File: src/rtl/pmb_pkg.sv
package pmb_pkg;
    typedef enum logic [2:0] {
        PH_IDLE, PH_LAT_LO, PH_LAT_HI, PH_SETUP, PH_STROBE, PH_HOLD
    } phase_e;

    localparam logic [1:0] MUX_NONE  = 2'd0;
    localparam logic [1:0] MUX_SPLIT = 2'd1;
    localparam logic [1:0] MUX_BYTE2 = 2'd2;
    localparam logic [1:0] MUX_FULL  = 2'd3;

    localparam logic [1:0] STEP_INC = 2'd1;
    localparam logic [1:0] STEP_DEC = 2'd2;

    localparam logic [1:0] CSF_ADDR = 2'd0;
    localparam logic [1:0] CSF_ONE  = 2'd1;

    localparam int BYTE = 8;
endpackage

File: src/rtl/pmb_addr_unit.sv
module pmb_addr_unit #(
    parameter int ADDR_W = 14
) (
    input  logic              clk,
    input  logic              rst_n,
    input  logic              load,
    input  logic [ADDR_W+1:0] load_val,
    input  logic              step_now,
    input  logic [1:0]        step_mode,
    output logic [ADDR_W+1:0] areg_o
);
    import pmb_pkg::*;

    typedef struct packed {
        logic              en2;
        logic              en1;
        logic [ADDR_W-1:0] addr;
    } areg_t;

    areg_t s_d, s_q;

    always_comb begin
        s_d = s_q;
        if (load) begin
            s_d = areg_t'(load_val);
        end else if (step_now) begin
            if (step_mode == STEP_INC) s_d.addr = s_q.addr + ADDR_W'(1);
            else if (step_mode == STEP_DEC) s_d.addr = s_q.addr - ADDR_W'(1);
        end
    end

    always_ff @(posedge clk or negedge rst_n) begin
        if (!rst_n) s_q <= '0;
        else        s_q <= s_d;
    end

    assign areg_o = s_q;
endmodule

File: src/rtl/pmb_sequencer.sv
module pmb_sequencer #(
    parameter int DATA_W   = 16,
    parameter int SETUP_W  = 2,
    parameter int STROBE_W = 4,
    parameter int HOLD_W   = 2
) (
    input  logic                clk,
    input  logic                rst_n,
    input  logic                wr_req,
    input  logic                rd_req,
    input  logic [DATA_W-1:0]   wr_data,
    input  logic [DATA_W-1:0]   din,
    input  logic [SETUP_W-1:0]  cfg_setup,
    input  logic [STROBE_W-1:0] cfg_strobe,
    input  logic [HOLD_W-1:0]   cfg_hold,
    input  logic [1:0]          cfg_mux,
    input  logic                cfg_wide,
    input  logic                cfg_irq_en,
    output pmb_pkg::phase_e     phase_o,
    output logic                is_wr_o,
    output logic [DATA_W-1:0]   wdata_o,
    output logic [DATA_W-1:0]   rdata_o,
    output logic                finish_o,
    output logic                irq_o
);
    import pmb_pkg::*;

    localparam int SH_W  = (SETUP_W > HOLD_W) ? SETUP_W : HOLD_W;
    localparam int CNT_W = (STROBE_W > SH_W) ? STROBE_W : SH_W;

    typedef struct packed {
        phase_e            phase;
        logic [CNT_W-1:0]  cnt;
        logic              is_wr;
        logic [DATA_W-1:0] wdata;
        logic [DATA_W-1:0] rdata;
        logic              irq;
    } seq_t;

    seq_t s_d, s_q;
    logic finish;

    function automatic logic [DATA_W-1:0] fit(input logic [DATA_W-1:0] v, input logic wide);
        return wide ? v : DATA_W'(v[BYTE-1:0]);
    endfunction

    always_comb begin
        s_d     = s_q;
        s_d.irq = 1'b0;
        finish  = 1'b0;
        case (s_q.phase)
            PH_IDLE: begin
                if (wr_req || rd_req) begin
                    s_d.is_wr = wr_req;
                    if (wr_req) s_d.wdata = fit(wr_data, cfg_wide);
                    s_d.phase = (cfg_mux == MUX_NONE) ? PH_SETUP : PH_LAT_LO;
                    s_d.cnt   = CNT_W'(cfg_setup);
                end
            end
            PH_LAT_LO: begin
                s_d.phase = (cfg_mux == MUX_BYTE2) ? PH_LAT_HI : PH_SETUP;
                s_d.cnt   = CNT_W'(cfg_setup);
            end
            PH_LAT_HI: begin
                s_d.phase = PH_SETUP;
                s_d.cnt   = CNT_W'(cfg_setup);
            end
            PH_SETUP: begin
                if (s_q.cnt == '0) begin
                    s_d.phase = PH_STROBE;
                    s_d.cnt   = CNT_W'(cfg_strobe);
                end else begin
                    s_d.cnt = s_q.cnt - CNT_W'(1);
                end
            end
            PH_STROBE: begin
                if (s_q.cnt == '0) begin
                    if (s_q.is_wr) begin
                        s_d.phase = PH_HOLD;
                        s_d.cnt   = CNT_W'(cfg_hold);
                    end else begin
                        s_d.rdata = fit(din, cfg_wide);
                        if (cfg_hold == '0) begin
                            finish = 1'b1;
                        end else begin
                            s_d.phase = PH_HOLD;
                            s_d.cnt   = CNT_W'(cfg_hold) - CNT_W'(1);
                        end
                    end
                end else begin
                    s_d.cnt = s_q.cnt - CNT_W'(1);
                end
            end
            PH_HOLD: begin
                if (s_q.cnt == '0) finish = 1'b1;
                else               s_d.cnt = s_q.cnt - CNT_W'(1);
            end
            default: s_d.phase = PH_IDLE;
        endcase
        if (finish) begin
            s_d.phase = PH_IDLE;
            s_d.irq   = cfg_irq_en;
        end
    end

    always_ff @(posedge clk or negedge rst_n) begin
        if (!rst_n) s_q <= '{phase: PH_IDLE, default: '0};
        else        s_q <= s_d;
    end

    assign phase_o  = s_q.phase;
    assign is_wr_o  = s_q.is_wr;
    assign wdata_o  = s_q.wdata;
    assign rdata_o  = s_q.rdata;
    assign irq_o    = s_q.irq;
    assign finish_o = finish;
endmodule

File: src/rtl/pmb_pin_mux.sv
module pmb_pin_mux #(
    parameter int ADDR_W = 14,
    parameter int DATA_W = 16
) (
    input  pmb_pkg::phase_e   phase,
    input  logic              is_wr,
    input  logic [DATA_W-1:0] wdata,
    input  logic [ADDR_W+1:0] areg,
    input  logic [1:0]        cfg_mux,
    input  logic [1:0]        cfg_csfn,
    input  logic              pol_rd,
    input  logic              pol_wr,
    input  logic              pol_cs1,
    input  logic              pol_cs2,
    input  logic              pol_al,
    output logic [ADDR_W-1:0] bus_addr,
    output logic [DATA_W-1:0] bus_dout,
    output logic              bus_doe,
    output logic              bus_rd,
    output logic              bus_wr,
    output logic              bus_al_lo,
    output logic              bus_al_hi,
    output logic              bus_cs1,
    output logic              bus_cs2
);
    import pmb_pkg::*;

    logic              in_cyc, data_ph, line2_addr, line1_addr;
    logic [ADDR_W+1:0] full;

    always_comb begin
        in_cyc     = (phase != PH_IDLE);
        data_ph    = (phase == PH_SETUP) || (phase == PH_STROBE) || (phase == PH_HOLD);
        line2_addr = (cfg_csfn == CSF_ADDR);
        line1_addr = (cfg_csfn == CSF_ADDR) || (cfg_csfn == CSF_ONE);
        full       = {line2_addr & areg[ADDR_W+1], line1_addr & areg[ADDR_W],
                      areg[ADDR_W-1:0]};

        bus_addr = '0;
        case (cfg_mux)
            MUX_NONE:  bus_addr = areg[ADDR_W-1:0];
            MUX_SPLIT: bus_addr[ADDR_W-1:BYTE] = areg[ADDR_W-1:BYTE];
            default:   bus_addr = '0;
        endcase

        bus_dout = '0;
        case (phase)
            PH_LAT_LO: bus_dout = (cfg_mux == MUX_FULL) ? DATA_W'(full)
                                                        : DATA_W'(full[BYTE-1:0]);
            PH_LAT_HI: bus_dout = DATA_W'(full[2*BYTE-1:BYTE]);
            default:   if (data_ph && is_wr) bus_dout = wdata;
        endcase
        bus_doe = (phase == PH_LAT_LO) || (phase == PH_LAT_HI) || (data_ph && is_wr);

        bus_rd    = ((phase == PH_STROBE) && !is_wr) ? pol_rd : ~pol_rd;
        bus_wr    = ((phase == PH_STROBE) && is_wr)  ? pol_wr : ~pol_wr;
        bus_al_lo = (phase == PH_LAT_LO) ? pol_al : ~pol_al;
        bus_al_hi = (phase == PH_LAT_HI) ? pol_al : ~pol_al;
        bus_cs2   = line2_addr ? areg[ADDR_W+1]
                  : ((in_cyc && areg[ADDR_W+1]) ? pol_cs2 : ~pol_cs2);
        bus_cs1   = line1_addr ? areg[ADDR_W]
                  : ((in_cyc && areg[ADDR_W]) ? pol_cs1 : ~pol_cs1);
    end
endmodule

File: src/rtl/pmb_master.sv
module pmb_master #(
    parameter int ADDR_W   = 14,
    parameter int DATA_W   = 16,
    parameter int SETUP_W  = 2,
    parameter int STROBE_W = 4,
    parameter int HOLD_W   = 2
) (
    input  logic                clk,
    input  logic                rst_n,
    input  logic [SETUP_W-1:0]  cfg_setup,
    input  logic [STROBE_W-1:0] cfg_strobe,
    input  logic [HOLD_W-1:0]   cfg_hold,
    input  logic [1:0]          cfg_mux,
    input  logic [1:0]          cfg_csfn,
    input  logic                cfg_wide,
    input  logic [1:0]          cfg_step,
    input  logic                cfg_irq_en,
    input  logic                pol_rd,
    input  logic                pol_wr,
    input  logic                pol_cs1,
    input  logic                pol_cs2,
    input  logic                pol_al,
    input  logic                addr_wr,
    input  logic [ADDR_W+1:0]   addr_wdata,
    output logic [ADDR_W+1:0]   addr_o,
    input  logic                wr_req,
    input  logic [DATA_W-1:0]   wr_data,
    input  logic                rd_req,
    output logic [DATA_W-1:0]   rd_data,
    output logic                busy_o,
    output logic                irq_o,
    output logic [ADDR_W-1:0]   bus_addr,
    output logic [DATA_W-1:0]   bus_dout,
    output logic                bus_doe,
    input  logic [DATA_W-1:0]   bus_din,
    output logic                bus_rd,
    output logic                bus_wr,
    output logic                bus_al_lo,
    output logic                bus_al_hi,
    output logic                bus_cs1,
    output logic                bus_cs2
);
    import pmb_pkg::*;

    phase_e            phase;
    logic              is_wr, finish;
    logic [DATA_W-1:0] wdata;

    assign busy_o = (phase != PH_IDLE);

    pmb_addr_unit #(.ADDR_W(ADDR_W)) i_addr (
        .clk       (clk),
        .rst_n     (rst_n),
        .load      (addr_wr && !busy_o),
        .load_val  (addr_wdata),
        .step_now  (finish),
        .step_mode (cfg_step),
        .areg_o    (addr_o)
    );

    pmb_sequencer #(
        .DATA_W(DATA_W), .SETUP_W(SETUP_W), .STROBE_W(STROBE_W), .HOLD_W(HOLD_W)
    ) i_seq (
        .clk        (clk),
        .rst_n      (rst_n),
        .wr_req     (wr_req),
        .rd_req     (rd_req),
        .wr_data    (wr_data),
        .din        (bus_din),
        .cfg_setup  (cfg_setup),
        .cfg_strobe (cfg_strobe),
        .cfg_hold   (cfg_hold),
        .cfg_mux    (cfg_mux),
        .cfg_wide   (cfg_wide),
        .cfg_irq_en (cfg_irq_en),
        .phase_o    (phase),
        .is_wr_o    (is_wr),
        .wdata_o    (wdata),
        .rdata_o    (rd_data),
        .finish_o   (finish),
        .irq_o      (irq_o)
    );

    pmb_pin_mux #(.ADDR_W(ADDR_W), .DATA_W(DATA_W)) i_pins (
        .phase     (phase),
        .is_wr     (is_wr),
        .wdata     (wdata),
        .areg      (addr_o),
        .cfg_mux   (cfg_mux),
        .cfg_csfn  (cfg_csfn),
        .pol_rd    (pol_rd),
        .pol_wr    (pol_wr),
        .pol_cs1   (pol_cs1),
        .pol_cs2   (pol_cs2),
        .pol_al    (pol_al),
        .bus_addr  (bus_addr),
        .bus_dout  (bus_dout),
        .bus_doe   (bus_doe),
        .bus_rd    (bus_rd),
        .bus_wr    (bus_wr),
        .bus_al_lo (bus_al_lo),
        .bus_al_hi (bus_al_hi),
        .bus_cs1   (bus_cs1),
        .bus_cs2   (bus_cs2)
    );
endmodule

File: config.mk
export PLATFORM = sky130hd
export DESIGN_NAME = pmb_master
export DESIGN_NICKNAME = d
export VERILOG_FILES = /design/src/rtl/pmb_pkg.sv /design/src/rtl/pmb_addr_unit.sv /design/src/rtl/pmb_sequencer.sv /design/src/rtl/pmb_pin_mux.sv /design/src/rtl/pmb_master.sv
export SDC_FILE = /design/constraint.sdc
export NUM_CORES = 1
export LEC_CHECK = 0
export ABC_AREA = 1
export BUFFER_PORTS_ARGS = -buffer_cell sky130_fd_sc_hd__buf_2
export CAP_MARGIN = 20
export CELL_PAD_IN_SITES_DETAIL_PLACEMENT = 1
export CELL_PAD_IN_SITES_GLOBAL_PLACEMENT = 1
export CORE_MARGIN = 10
export CORE_UTILIZATION = 39
export CTS_CLUSTER_DIAMETER = 100
export DETAILED_ROUTE_END_ITERATION = 8
export GPL_ROUTABILITY_DRIVEN = 0
export HOLD_SLACK_MARGIN = 0.06
export PLACE_DENSITY = 0.93
export SLEW_MARGIN = 10
export SYNTH_ARGS = -nofsm -noshare
export SYNTH_HDL_FRONTEND = slang
export SYNTH_HIERARCHICAL = 1
export SYNTH_SLANG_ARGS = --single-unit
File: constraint.sdc
create_clock -name clk -period 5.5 [get_ports clk]
set_clock_uncertainty 0.05 [all_clocks]
set_input_delay 0.825 -clock clk [delete_from_list [all_inputs] [get_ports clk]]
set_output_delay 0.825 -clock clk [all_outputs]
set_load 0.01 [all_outputs]
==> impl_metrics.tcl, run 1 <==
set metrics [dict create \
    synthesis.nets 744 \
    numCtsBuffers 9 \
    rows 39 \
    final.setup.tns_ns 0 \
    slew_violations 0 \
    crit_family "compound AO/OA/AOI/OAI gates" \
    drt_iter0_drc 290 \
    fin_crit_ns 3.02 \
    die_w_um 127 \
    synth.cell_area_um2 4480 \
    grt_first_pass_wirelength_um 25700 \
    start_util 0.395 \
    period_share 0.550 \
    cts_resized 0 \
    ys_ff_latch 57 \
    cp.buffers_inverters 1 \
    cp_slowest_cell "a21oi_2" \
    syn_area_per_cell_um2 6.87 \
    cts_tree "built" \
    cts_sinks 57 \
    route.detailed.drc 0 \
    grt_usage 0.193 \
    placedCellCount 890 \
    cp.required_ns 4.62 \
    fill_cells 1534 \
    grt_max_degree 58 \
    syn_inst 652 \
    maxCapViolations 0 \
    worst_pin_slew_ns 0.834 \
    ys_warn_count 6 \
    io_buffers 144 \
    grt_setup_unrepaired "no" \
    grt_pass1_vias 4991 \
    path_cells "a21oi_2, nand3_1, nand3_1, buf_2" \
    syn_to_final_growth_pct 19.9 \
    die-area_um2 16200 \
    overflow 0 \
    synth_cell_types 38 \
    cts_max_level 3 \
    antenna_found_initial 1 \
    clk_pin_slew_ns 0.05 \
    dp_hpwl_um 12500 \
    status "complete, no violations" \
    slew_headroom 0.444 \
    power.leakage_nw 3.07 \
    crit_path_frequent_cell "nand3_1" \
    crit_path_end_kind "output port" \
    max_freq_mhz 331 \
    core_area_um2 11300 \
    power_density_nw_per_um2 601 \
    crit_fanout 17 \
    ioPinCount 145 \
    final_cells 908 \
    yosysSeqAreaShare 0.319 \
    hold_buffers 0 \
    wl_per_cell_um 17.4 \
    cp-start-kind "register" \
    vias 4547 \
    drive_gt1_frac 0.259 \
    peakVddDrop_mv 0.241 \
    worstPathArrival_ns 2.15 \
    clockBufferDepth 2 \
    regArea_um2 1430 \
    hold_viol_final 0 \
    ant_nets 0 \
    setup_viol 0 \
    critPathMaxStageDelay_ns 0.76 \
    postCtsSetupRepairBufs 0 \
    root_buffer "clkbuf_16" \
    hold_path.class "register to register" \
    multi_input_area_um2 2370 \
    clock_latency_ns 0.33 \
    wl_um 15800 \
    critical_path_class "register to output port" \
    fp.dieH_um 127 \
    dr.pass1.iters 4 \
    layout.nets 851 \
    viasPerCell 5.01 \
]
[cells in the final DEF (no fill, tap or decap), types with 2 or more instances in the layout]
cell / n
clkinvlp_4: 2
inv_1: 80
a21oi_2: 3
buf_2: 144
nor2_4: 3
nand2_1: 227
nand2_4: 2
inv_2: 3
mux2_1: 2
nor3_1: 3
bufinv_16: 2
xnor2_1: 3
nand3_2: 3
o21ai_0: 25
a21oi_1: 7
nor2_1: 43
inv_6: 2
a22oi_1: 11
o21ai_1: 10
ha_1: 17
nand3_1: 63
xor2_1: 7
nor2_2: 5
nand3b_1: 3
mux2_2: 6
clkbuf_16: 9
nand2_2: 4
nand4_1: 5
dfrtp_1: 57
[worst register-to-register path, cell delays in order, from the launching register on]
cell	delay [ns]
dfrtp_1	0.69
nor2_4	0.07
nand2_2	0.24
inv_1	0.15
nand2_1	0.14
nand2_1	0.19
a21oi_4	0.49
a22oi_1	0.19
o21ai_1	0.13
[synth_stat cells]
cell type / n / area (µm²)
fa_1: 1 / 20.0
nor2_2: 5 / 31.3
nand4_1: 5 / 31.3
xor2_1: 7 / 61.3
clkbuf_1: 3 / 11.3
nand3_4: 1 / 17.5
buf_6: 3 / 33.8
dfrtp_1: 57 / 1430
nand3_1: 63 / 315
mux2_2: 6 / 67.6
mux2_1: 2 / 22.5
a22oi_1: 11 / 82.6
a21oi_1: 7 / 35.0
or2_1: 1 / 6.26
xnor2_1: 3 / 26.3
a21oi_4: 1 / 16.3
inv_1: 80 / 300
o211ai_1: 1 / 7.51
nand3_2: 3 / 30.0
a21oi_2: 3 / 26.3
o21ai_0: 25 / 125
or2_2: 1 / 6.26
nand3b_1: 3 / 22.5
buf_2: 6 / 30.0
a22oi_2: 1 / 12.5
nand2_2: 4 / 25.0
nor2_4: 3 / 33.8
nand2_1: 227 / 852
nor2_1: 43 / 161
nor3_1: 3 / 15.0
o21ai_1: 10 / 50.1
inv_4: 1 / 6.26
buf_4: 38 / 285
nor3_4: 1 / 16.3
inv_2: 3 / 11.3
nand2_4: 2 / 22.5
nor2_8: 1 / 20.0
ha_1: 17 / 213
[flip-flops by register name, indices dropped and copies added (netlist names)]
| name | flops |
|---|---|
| i_seq/phase_o | 3 |
| i_seq/s_q | 4 |
| i_seq/wdata_o | 16 |
| i_seq/is_wr_o | 1 |
| i_seq/irq_o | 1 |
| i_addr/areg_o | 16 |
| i_seq/rdata_o | 16 |
[cell families (layout without fill, tap and decap cells)]
| logic type | count (synthesis) | in the layout | synth area share |
|---|---|---|---|
| other | 0 | 1 | 0 |
| adders and majority gates | 18 | 18 | 0.0520 |
| muxes | 8 | 8 | 0.0201 |
| xor gates and xnor gates | 10 | 10 | 0.0196 |
| buffers and inverters | 134 | 246 | 0.151 |
| AOI/OAI and AO/OA | 59 | 59 | 0.0794 |
| and+or+nand+nor | 366 | 366 | 0.359 |
| DFF | 57 | 57 | 0.319 |
[where the power goes]
| part | internal (mW) | switching, mW |
|---|---|---|
| Clock | 0.400 | 0.214 |
| Sequential | 0.615 | 0.243 |
| Combinational | 0.624 | 1.13 |
| Total | 1.64 | 1.59 |
[through the flow]
| step | instance area [µm²] | setup slack [ns] | hold WS (ns) | power (mW) | utilization |
|---|---|---|---|---|---|
| after detailed placement | 5020 | 2.70 | 0.419 | 2.59 | 0.444 |
| after global routing | 5370 | 2.31 | 0.465 | 3.51 | 0.474 |
| after global placement | 5020 | 2.66 | 0.416 | 2.52 | 0.444 |
| final | 5370 | 2.48 | 0.435 | 3.23 | 0.474 |
| after CTS | 5350 | 2.45 | 0.434 | 3.24 | 0.473 |
| after floorplan | 4480 | 3.04 | 0.400 | 2.13 | - |
[metal layers]
metal  routed length [µm]  track usage
met5                    0            0
met1                 6690        0.227
met2                 7650        0.332
met3                 1230       0.0525
met4                  225       0.0630
[worst paths after layout]
kind | startpoint | to | slack (ns) | cells past startpoint
min in group asynchronous | rst_n | i_seq/rdata_o[1] | 0.60 | 2
max in group asynchronous | rst_n | i_addr/areg_o[5] | 4.30 | 2
worst max-delay path | i_seq/phase_o[2] | bus_dout[3] | 2.48 | 4
worst min register to register | i_seq/wdata_o[2] | i_seq/wdata_o[2] | 0.44 | 2
worst min-delay path | i_seq/wdata_o[2] | i_seq/wdata_o[2] | 0.44 | 2
worst max register to register | i_seq/phase_o[0] | i_addr/areg_o[8] | 3.09 | 8
[area by class of cell]
class,instances,share of cell area
antenna,1,0.000466
clock buffer,9,0.0420
clock inverter,7,0.0189
inverter,84,0.0592
multi-input combinational,461,0.442
sequential,57,0.266
tap,143,0.0333
timing repair buffer,146,0.138
Power figures use the tool's default switching activity.
==> run 2: changes to the inputs <==
- ABC_AREA: 1 -> 0
- CORE_UTILIZATION: 39 -> 37
- PLACE_DENSITY: 0.93 -> 0.87
- clock period: 5.5 -> 3 ns (I/O delays scaled with it)
==> impl_metrics.tcl, run 2 <==
set metrics [dict create \
    grt_first_pass_wirelength_um 23300 \
    multi_input_area_um2 2310 \
    slew_headroom 0.537 \
    final_cells 717 \
    start_util 0.381 \
    yosysMostFrequentCell "nand2_1" \
    dp_hpwl_um 11100 \
    grt_max_degree 38 \
    synth_ff_type "dfrtp_1" \
    placedCellCount 700 \
    synth_top_area_cell "dfrtp_1" \
    die-area_um2 15900 \
    crit_path_end_kind "register" \
    peakVddDrop_mv 0.455 \
    period_share 0.961 \
    utilization 0.468 \
    fp.dieH_um 126 \
    power_mw 5.57 \
    syn_to_final_growth_pct 22.7 \
    postSynth.asyncResetShare 1.00 \
    route.detailed.drc 0 \
    grt_pass1_vias 4273 \
    ys_ff_latch 57 \
    ant_nets 0 \
    vias 3886 \
    final_cell_mix "buf_2 (144), nand2_1 (74), dfrtp_1 (57)" \
    place_area_um2 4760 \
    antenna_found_initial 0 \
    io_buffers 144 \
    antennaDiodeCount 0 \
    drive_gt1_frac 0.362 \
    layout.nets 664 \
    slew_violations 0 \
    critical_path_class "register to register" \
    die_w_um 126 \
    max_freq_mhz 347 \
    clockBufferDepth 2 \
    cts_max_level 3 \
    cts_tree "built" \
    viasPerCell 5.42 \
    status "complete, no violations" \
    power_frac_clock 0.216 \
    cts_sinks 57 \
    p_switching_mw 2.39 \
    numCtsBuffers 9 \
    layout_commonest_cell "buf_2" \
    clk_pin_slew_ns 0.06 \
    cp.required_ns 3.21 \
    power.leakage_nw 2.57 \
    regArea_um2 1430 \
    ioPinCount 145 \
    synthesis.nets 554 \
    grt_usage 0.178 \
    overflow 0 \
    final.setup.tns_ns 0 \
    root_buffer "clkbuf_16" \
    clock_latency_ns 0.32 \
    fin_crit_ns 2.88 \
    power_density_nw_per_um2 1090 \
    worst_pin_slew_ns 0.694 \
    seqPwrFrac 0.271 \
    core_area_um2 10900 \
    syn_area_per_cell_um2 9.03 \
    syn_inst 462 \
    synth_cell_types 72 \
    rows 38 \
    maxCapViolations 0 \
    pwr-share-comb 0.513 \
    dr.pass1.iters 6 \
    synthTopCellsByCount "nand2_1 (74), dfrtp_1 (57), buf_4 (37)" \
    wl_per_cell_um 20.4 \
    p_int_mw 3.18 \
    fin_area_um2 5120 \
    wl_um 14600 \
    ys_warn_count 6 \
    swShare 0.429 \
    fill_cells 1331 \
    drt_iter0_drc 184 \
    hold_viol_final 0 \
    worstPathArrival_ns 3.09 \
    hold_path.class "input port to register" \
    synth.cell_area_um2 4170 \
    yosysSeqAreaShare 0.342 \
    synth_top_area_frac 0.342 \
    crit_fanout 7 \
    grt_setup_unrepaired "no" \
    setup_viol 0 \
    synthTopCellsByArea "dfrtp_1 (34%), buf_4 (6.7%), nand2_1 (6.7%), ha_1 (5.1%), mux2_2 (4.3%)" \
    cp-start-kind "register" \
    synth-edff-count 0 \
]
-- run 2: cell count changes in the layout (fill, tap and decap cells not counted), sizes merged, moves of 10 or more --
cell,delta
a21o,+10
a21oi,+11
a22o,+13
inv,-74
mux2,+12
nand2,-158
nand3,-58
nor2,-37
nor2b,+11
-- run 2: final cells by class --
class | count | share of cell area
multi-input cells | 335 | 0.451
flip-flops and latches | 57 | 0.279
repair buffers | 156 | 0.159
clock buffers | 11 | 0.0474
well taps | 140 | 0.0342
clock inverters | 5 | 0.0201
inverters | 13 | 0.00978
-- run 2: repair_timing --
item                                   4_1_cts  5_1_grt
gates resized for setup                      0        1
endpoints found under the hold margin       15        0
setup buffers                                0        0
hold buffers                                 1        0
setup endpoints to repair                    0        2
-- run 2: worst paths after layout --
check,slack [ns],endpoint,cells past startpoint,from
hold / removal,0.28,i_addr/areg_o[2],3,addr_wdata[2]
hold reg to reg,0.43,i_seq/rdata_o[15],2,i_seq/rdata_o[15]
setup / recovery,0.12,i_addr/areg_o[11],9,i_seq/s_q[34]
setup reg to reg,0.12,i_addr/areg_o[11],9,i_seq/s_q[34]
min in group asynchronous,0.57,i_addr/areg_o[9],2,rst_n
max in group asynchronous,1.44,i_seq/rdata_o[2],3,rst_n
-- run 2: logic make-up (layout without fill, tap and decap cells) --
family          after synthesis  in the layout  share of synthesized area
xor+xnor                     16             16                     0.0336
simple gates                160            160                      0.205
flops                        57             57                      0.342
fa+ha+maj                    18             18                     0.0558
buf+inv                      70            185                      0.108
compound gates              119            119                      0.194
mux                          22             22                     0.0624
-- run 2: worst max-delay path: stages (launching register included) --
cell and delay, ns:
dfrtp_1 0.41, inv_1 0.12, ha_1 0.19, nor3b_4 0.34
o21ai_1 0.26, nor3_2 0.29, o21ai_2 0.11, or2_0 0.37
or4_1 0.56, nand3_1 0.10
-- run 2: stage by stage --
step | setup slack (ns) | hold WS, ns
after floorplan | 0.547 | 0.104
after global placement | 0.334 | 0.397
after detailed placement | 0.112 | 0.397
after CTS | 0.0161 | 0.279
after global routing | 0.00963 | 0.298
final | 0.118 | 0.283
-- run 2: power by group through the flow --
stage | Sequential, mW | Clock [mW] | Combinational, mW
2_1_floorplan | 1.41 | 0 | 2.14
3_3_place_gp | 1.47 | 0 | 2.70
3_5_place_dp | 1.51 | 0 | 2.82
4_1_cts | 1.50 | 1.22 | 2.87
5_1_grt | 1.56 | 1.27 | 3.14
6_report | 1.51 | 1.20 | 2.86
-- run 2: per-layer routing --
metal / wire [µm] / global-route usage / vias up
li1: - / - / 1826
met1: 6170 / 0.210 / 1903
met2: 7190 / 0.306 / 141
met3: 1000 / 0.0562 / 16
met4: 253 / 0.0469 / 0
met5: 0 / 0 / -
==> run 3: changes to the inputs <==
- BUFFER_PORTS_ARGS: -buffer_cell sky130_fd_sc_hd__buf_2 -> not set
- CORE_UTILIZATION: 37 -> 47
- DONT_BUFFER_PORTS: not set -> 1
- PLACE_DENSITY: 0.87 -> 0.86
==> impl_metrics.tcl, run 3 (synthesis gave the netlist of run 2 again) <==
set metrics [dict create \
    status "complete, no violations" \
    die_w_um 114 \
    clockBufferDepth 2 \
    max_freq_mhz 358 \
    worst_slack_ns 0.208 \
    setup_viol 0 \
    holdPathEnd "i_addr/areg_o[4]" \
    grt_pass1_vias 3583 \
    power.leakage_nw 1.89 \
    crit_family "simple AND/OR/NAND/NOR gates" \
    pwr-share-comb 0.496 \
    fp.dieH_um 114 \
    final_cells 543 \
    worst-r2r-setup-slack_ns 0.21 \
    wl_per_cell_um 23.9 \
    numCtsBuffers 9 \
    final.setup.tns_ns 0 \
    peakVddDrop_mv 0.544 \
    path_cells "inv_1, ha_1, nor3b_4, o21ai_1, nor3_2, buf_4, o21ai_2, or2_0, or4_1, nand3_1" \
    hp-start "addr_wdata[4]" \
    cp.required_ns 3.22 \
    vias 3346 \
    swShare 0.469 \
    p_switching_mw 2.21 \
    postCtsSetupRepairBufs 0 \
    fin_crit_ns 2.79 \
    cts_max_level 3 \
    worstPathArrival_ns 3.02 \
    cts_tree "built" \
    layout_commonest_cell "nand2_1" \
    dr.pass1.iters 4 \
    crit_fanout 7 \
    dp_slack_ns 0.205 \
    hold_viol_final 0 \
    seqPwrFrac 0.342 \
    power_mw 4.72 \
    r2r_end "i_addr/areg_o[11]" \
    slew_headroom 0.643 \
    wl_um 13000 \
    fill_cells 1021 \
    cp.depth 10 \
    p_int_mw 2.51 \
    r2r_cells 10 \
    critPathMaxStageDelay_ns 0.57 \
    grt_max_degree 58 \
    grt_first_pass_wirelength_um 20300 \
    start_util 0.481 \
    drt_iter0_drc 120 \
    cts_sinks 57 \
    cp_slowest_cell "or4_1" \
    antenna_found_initial 2 \
    power_density_nw_per_um2 1110 \
    worst_pin_slew_ns 0.532 \
    cp-start-kind "register" \
    grt_usage 0.195 \
    ioPinCount 145 \
    viasPerCell 6.16 \
    power_frac_clock 0.161 \
    ant_nets 0 \
    reg2reg_from "i_seq/s_q[34]" \
    io_buffers 0 \
    overflow 0 \
    clk_pin_slew_ns 0.07 \
    critical_path_class "register to register" \
    drive_gt1_frac 0.152 \
    period_share 0.931 \
    route.detailed.drc 0 \
    hold_path.class "input port to register" \
    rows 34 \
    syn_to_final_growth_pct 1.83 \
    die-area_um2 13000 \
    dp_hpwl_um 9910 \
    maxCapViolations 0 \
    grt_setup_unrepaired "no" \
    layout.nets 521 \
    final_cell_mix "nand2_1 (74), dfrtp_1 (57), o21ai_0 (35)" \
    hold_depth 2 \
    root_buffer "clkbuf_8" \
    placedCellCount 524 \
    clock_latency_ns 0.33 \
    slew_violations 0 \
    crit_path_end_kind "register" \
    core_area_um2 8680 \
    hold-worst-slack_ns 0.186 \
    cp.buffers_inverters 2 \
]
==> run 3: cell type report <==
cell class | instances | area (µm²) | share of cell area
flip-flops and latches | 57 | 1430 | 0.336
clock buffers | 12 | 155 | 0.0365
well taps | 108 | 135 | 0.0318
repair buffers | 13 | 120 | 0.0283
clock inverters | 4 | 51.3 | 0.0121
multi-input cells | 335 | 2310 | 0.543
diodes | 1 | 2.50 | 0.000589
inverters | 13 | 50.0 | 0.0118
==> run 3: how the worst max path moves through the flow <==
stage / slack (ns) / from / end
2_1_floorplan: 0.55 / i_seq/s_q[34] / i_addr/areg_o[11]
6_report: 0.21 / i_seq/s_q[34] / i_addr/areg_o[11]
3_5_place_dp: 0.20 / i_seq/s_q[34] / i_addr/areg_o[11]
5_1_grt: 0.03 / i_seq/s_q[34] / i_addr/areg_o[11]
3_3_place_gp: 0.35 / i_seq/s_q[34] / i_addr/areg_o[11]
4_1_cts: 0.16 / i_seq/s_q[34] / i_addr/areg_o[11]
==> run 3: worst register-to-register path: cells and delay by family (launching register included) <==
kind                       cells  cell delay, ns
and+or+nand+nor                5            1.55
adders and majority gates      1            0.18
buffers and inverters          2            0.27
AOI/OAI and AO/OA              2            0.28
DFF                            1            0.41
==> run 3: layer usage <==
metal / vias up / track usage / routed length [µm]
li1: 1542 / - / -
met1: 1669 / 0.210 / 4910
met2: 115 / 0.345 / 6800
met3: 18 / 0.0692 / 1030
met4: 2 / 0.0668 / 225
met5: - / 0 / 12
==> run 3: what timing repair did <==
action | in CTS | in global routing
hold endpoints to repair | 57 | 0
hold buffers | 2 | 0
gates resized for setup | 0 | 1
setup endpoints to repair | 0 | 1
==> run 3: metrics by stage <==
step / util / area (µm²)
finish: 0.489 / 4250
global route: 0.489 / 4250
CTS: 0.488 / 4240
detailed placement: 0.460 / 4000
global placement: 0.460 / 4000
floorplan: - / 4170
==> run 3: power by group through the flow <==
| stage | clock [mW] | sequential [mW] | combinational, mW |
|---|---|---|---|
| final | 0.762 | 1.62 | 2.34 |
| after global routing | 0.825 | 1.67 | 2.60 |
| after CTS | 0.778 | 1.63 | 2.34 |
| after detailed placement | 0 | 1.64 | 2.29 |
| after global placement | 0 | 1.62 | 2.18 |
| after floorplan | 0 | 1.41 | 2.14 |
